<file path="config.mk">
export PLATFORM = sky130hd
export DESIGN_NAME = pdma_port
export DESIGN_NICKNAME = d
export VERILOG_FILES = /design/src/rtl/pdma_port.sv
export SDC_FILE = /design/constraint.sdc
export NUM_CORES = 1
export LEC_CHECK = 0
export ABC_AREA = 1
export BUFFER_PORTS_ARGS = -buffer_cell sky130_fd_sc_hd__buf_2
export CORE_MARGIN = 2
export CORE_UTILIZATION = 24
export DETAILED_ROUTE_END_ITERATION = 7
export GPL_TIMING_DRIVEN = 0
export PLACE_DENSITY = 0.39
export SLEW_MARGIN = 30
export SYNTH_ARGS = -nofsm -noshare
export SYNTH_HDL_FRONTEND = slang
export SYNTH_SLANG_ARGS = --single-unit
</file>
<file path="constraint.sdc">
create_clock -name clk -period 5.1 [get_ports clk]
set_input_delay 0.255 -clock clk [delete_from_list [all_inputs] [get_ports clk]]
set_output_delay 0.255 -clock clk [all_outputs]
set_load 0.005 [all_outputs]
</file>
<file path="src/rtl/pdma_port.sv">
module pdma_port #(
  parameter int DEPTH = 32,
  parameter int CNT_W = 24,
  localparam int IDX_W = $clog2(DEPTH),
  localparam int LEN_W = $clog2(DEPTH + 1)
) (
  input  logic             clk,
  input  logic             rst_n,
  input  logic             arm,
  input  logic [IDX_W-1:0] arm_start,
  input  logic [LEN_W-1:0] arm_len,
  input  logic             arm_cb,
  input  logic             cnt_ld,
  input  logic [CNT_W-1:0] cnt_ld_val,
  input  logic             acc_en,
  input  logic             acc_wr,
  input  logic [1:0]       acc_size,
  input  logic [15:0]      acc_wdata,
  output logic [15:0]      acc_rdata,
  input  logic             side_we,
  input  logic [IDX_W-1:0] side_addr,
  input  logic [7:0]       side_wdata,
  output logic [7:0]       side_rdata,
  output logic             drq,
  output logic             done,
  output logic [CNT_W-1:0] xfer_cnt,
  output logic [LEN_W-1:0] remain,
  output logic [IDX_W-1:0] moved
);

  logic [7:0]       mem [DEPTH];
  logic [IDX_W-1:0] start_q, cur_q, nxt;
  logic             cb_q;

  logic             sz1, sz2, sz_ok, rd_go, wr_go, go, fin;
  logic [LEN_W-1:0] step_len, rem_nxt;
  logic [CNT_W-1:0] step_cnt, cnt_nxt;

  assign sz1   = (acc_size == 2'd1);
  assign sz2   = (acc_size == 2'd2);
  assign sz_ok = sz1 | sz2;

  assign rd_go = acc_en & ~acc_wr & sz_ok & (remain != '0);
  assign wr_go = acc_en &  acc_wr & sz_ok & (remain != '0) & (xfer_cnt != '0);
  assign go    = (rd_go | wr_go) & ~arm;

  assign nxt = (cur_q == IDX_W'(DEPTH - 1)) ? '0 : cur_q + 1'b1;

  assign step_len = sz2 ? LEN_W'(2) : LEN_W'(1);
  assign step_cnt = sz2 ? CNT_W'(2) : CNT_W'(1);
  assign rem_nxt  = (remain > step_len) ? remain - step_len : '0;
  assign cnt_nxt  = (xfer_cnt > step_cnt) ? xfer_cnt - step_cnt : '0;
  assign fin      = go & (rem_nxt == '0) & cb_q;

  assign acc_rdata  = !rd_go ? 16'h0 :
                      sz2    ? {mem[cur_q], mem[nxt]} : {8'h0, mem[cur_q]};
  assign side_rdata = mem[side_addr];
  assign moved      = cur_q - start_q;

  always_ff @(posedge clk) begin
    if (side_we) mem[side_addr] <= side_wdata;
    if (go && acc_wr) begin
      if (sz2) begin
        mem[cur_q] <= acc_wdata[15:8];
        mem[nxt]   <= acc_wdata[7:0];
      end else begin
        mem[cur_q] <= acc_wdata[7:0];
      end
    end
  end

  always_ff @(posedge clk) begin
    if (!rst_n) begin
      start_q <= '0;
      cur_q   <= '0;
      remain  <= '0;
      cb_q    <= 1'b0;
      drq     <= 1'b0;
      done    <= 1'b0;
    end else if (arm) begin
      start_q <= arm_start;
      cur_q   <= arm_start;
      remain  <= arm_len;
      cb_q    <= arm_cb;
      drq     <= 1'b1;
      done    <= 1'b0;
    end else begin
      done <= fin;
      if (go) begin
        cur_q  <= sz2 ? nxt + 1'b1 - ((nxt == IDX_W'(DEPTH - 1)) ? IDX_W'(DEPTH) : '0) : nxt;
        remain <= rem_nxt;
      end
      if (fin) begin
        drq  <= 1'b0;
        cb_q <= 1'b0;
      end
    end
  end

  always_ff @(posedge clk) begin
    if (!rst_n)            xfer_cnt <= '0;
    else if (cnt_ld)       xfer_cnt <= cnt_ld_val;
    else if (go && acc_wr) xfer_cnt <= cnt_nxt;
  end

endmodule


</file>
==> flow_summary.json <==
{
  "avgViaCountPerCell": 5.70,
  "outcome": "finished clean",
  "area_delta_synth_final_pct": 16.4,
  "grt_pass1_wl_um": 263000,
  "avgRoutedWirePerCell_um": 35.5,
  "syn_area_um2": 25400,
  "synth_top_area_frac": 0.302,
  "timing.fmax_mhz": 202,
  "power_density_nw_per_um2": 267,
  "placed_cells": 5540,
  "async_flop_share": 0,
  "path_class": "register to output pin",
  "power_leakage_nw": 13.0,
  "port_buffers": 124,
  "drt-pass1-iter-count": 7,
  "first_iter_violations": 4910,
  "final_nets": 4312,
  "hold_path_class": "input port to register",
  "synth_mux_area_frac": 0,
  "fin_crit_ns": 4.95,
  "row_count": 119,
  "yosysTopAreaCell": "edfxtp_1",
  "synthCells": 4014,
  "rsz0062_at_grt": "false",
  "route.detailed.drc": 0,
  "worst_ep_required_time_ns": 4.85,
  "synth_compound_gate_area_share": 0.191,
  "final_cells": 5642,
  "die_w_um": 330,
  "worstReg2RegEnd": "mem[17][3]",
  "cts_buffer_depth": 3,
  "core_area_um2": 105000,
  "r2r_cells": 11,
  "finalCritPeriodShare": 0.970,
  "grt_pass1_vias": 28927,
  "final_common_cell": "nand2_1",
  "cts-htree-levels": 2,
  "yosys_warnings": 0,
  "numCtsBuffers": 41,
  "p_total_mw": 7.89,
  "ant_nets": 0,
  "insertion_delay_ns": 0.61,
  "dpl.hpwl_um": 154000,
  "synth_nets": 4105,
  "synth-edff-count": 256,
  "clkTransAtPathRegs_ns": 0.06,
  "critPathMaxFanout": 10,
  "antenna_found_initial": 8,
  "grt_usage": 0.360,
  "hold_viol": 0,
  "gp_congestion": 1.08,
  "setup-violations-final": 0,
  "slew_headroom": 0.221,
  "die-area_um2": 109000,
  "arrival_ns": 4.69,
  "avgSynthCellArea_um2": 6.34,
  "skew_ns": 0.0327,
  "r2r_slack_ns": 1.00,
  "synthXorXnorAreaFrac": 0.00689,
  "crit_end": "acc_rdata[2]",
  "yosys-top-cells-area": "edfxtp_1 30%, nand2_1 20%, nand3_1 8.2%",
  "start_util": 0.242,
  "cp-start-kind": "register",
  "cts.sinks": 304,
  "drive_gt1_frac": 0.107,
  "worst_pin_slew_ns": 1.17,
  "fp.dieH_um": 330,
  "design_area_um2": 29600,
  "critPathCaptureType": "output pin",
  "synth_top_family_by_area": "simple AND/OR/NAND/NOR gates",
  "tritoncts": "built",
  "grt_max_degree": 15,
  "slew_violations": 0,
  "ir_worst_vdd_v": 0.000202,
  "ys_types": 41,
  "startpoint": "cur_q[0]",
  "ys.flop_type": "edfxtp_1",
  "drt_wl_total_um": 200000,
  "cap_violations": 0,
  "cts_root_buf": "clkbuf_16",
  "synth-seq-cells": 304,
  "vias": 32173,
  "rr_startpoint": "cur_q[0]",
  "ios": 135,
  "synthAdderAreaFrac": 0.00925,
  "final_cell_mix": "1341 x nand2_1, 418 x nand3_1, 395 x a21oi_1",
  "grt_overflow_total": 0,
  "postPlaceCellArea_um2": 28000,
  "synthSimpleGateAreaFrac": 0.347,
  "synth-seq-area-share": 0.340
}
## cell type report
type	instances	area, um2
Clock buffer	50	1100
Clock inverter	20	145
Timing Repair Buffer	165	1020
Inverter	413	1550
Antenna cell	3	7.51
Buffer	267	1210
Fill cell	11952	75700
Sequential cell	304	8650
Multi-Input combinational cell	3029	14200
Tap cell	1391	1740
## worst min path at each step
stage              startpoint           end  depth (start not counted)
2_1_floorplan           rst_n          cb_q                          2
3_3_place_gp       start_q[0]    start_q[0]                          2
3_5_place_dp       start_q[0]    start_q[0]                          2
4_1_cts        cnt_ld_val[17]  xfer_cnt[17]                          5
5_1_grt          arm_start[3]    start_q[3]                          3
6_report         arm_start[4]    start_q[4]                          3
## kinds of logic after synthesis
| kind of cell | count (synthesis) |
|---|---|
| and+or+nand+nor | 2086 |
| AOI/OAI and AO/OA | 906 |
| buffers and inverters | 681 |
| DFF | 304 |
| xor gates and xnor gates | 20 |
| adders and majority gates | 17 |
## routing by layer
metal | vias up | part of all wire | track usage | wire length, um
met2 | 2346 | 0.41 | 0.519 | 81100
met5 | - | 0.000060 | 0 | 12
met4 | 2 | 0.074 | 0.212 | 14700
li1 | 13783 | - | - | -
met3 | 566 | 0.12 | 0.102 | 23600
met1 | 15476 | 0.40 | 0.478 | 80800
## Yosys cell counts (14+ instances only)
cell type,count
nor2_2,18
nand3_1,419
nor2_1,192
ha_1,14
inv_2,15
buf_2,62
clkbuf_1,166
nand2_2,18
nand4_1,20
nor3_2,27
edfxtp_1,256
buf_1,28
nand2_1,1341
o21ai_0,342
o22ai_1,80
dfxtp_1,48
nor3_1,27
a31oi_1,22
inv_1,388
a22oi_1,22
a21oi_1,395
o221ai_1,22
## what timing repair did
item                                    4_1_cts  5_1_grt
setup buffers                                 0        0
hold buffers                                 28        0
resized for setup                             5        6
endpoints found under the hold margin        30        0
endpoints found under the setup margin        8        6
gates cloned                                  0        0
## state kept, by name (all words and copies together) (netlist names), named ones only
| register | cells |
|---|---|
| cb_q | 1 |
| cur_q | 5 |
| done | 1 |
| drq | 1 |
| mem | 256 |
| remain | 6 |
| start_q | 5 |
| xfer_cnt | 24 |
## report_power, final
part | internal [mW] | switching, mW | leakage (nW)
sequential | 2.74 | 0.0694 | 2.70
combinational | 0.509 | 1.73 | 9.65
clock | 1.58 | 1.26 | 0.605
## worst max-delay path, cell delays in order, from the launching register on
cell and delay (ns):
dfxtp_1 0.41, ha_1 0.32, nand2_1 0.11, nor2_1 0.05, ha_1 0.22, nor2_2 0.25, buf_6 0.24, buf_2 0.25
clkbuf_1 0.82, o21ai_0 0.15, o21ai_0 0.21, nand2_1 0.10, nand2_1 0.28, nor3_1 0.16, nand2_1 0.23, a21oi_1 0.10
buf_2 0.16
## metrics by stage
| stage | hold WS, ns | setup WS [ns] | setup TNS [ns] | utilization |
|---|---|---|---|---|
| 6_report | 0.0254 | 0.155 | 0 | 0.281 |
| 5_1_grt | 0.0333 | 0.0626 | 0 | 0.281 |
| 4_1_cts | 0.00367 | 0.0164 | 0 | 0.281 |
| 3_5_place_dp | 0.470 | 0.0371 | 0 | 0.266 |
| 3_3_place_gp | 0.461 | -0.836 | -12.22 | 0.264 |
| 2_1_floorplan | 0.393 | 2.00 | 0 | - |
Power figures use the tool's default switching activity.
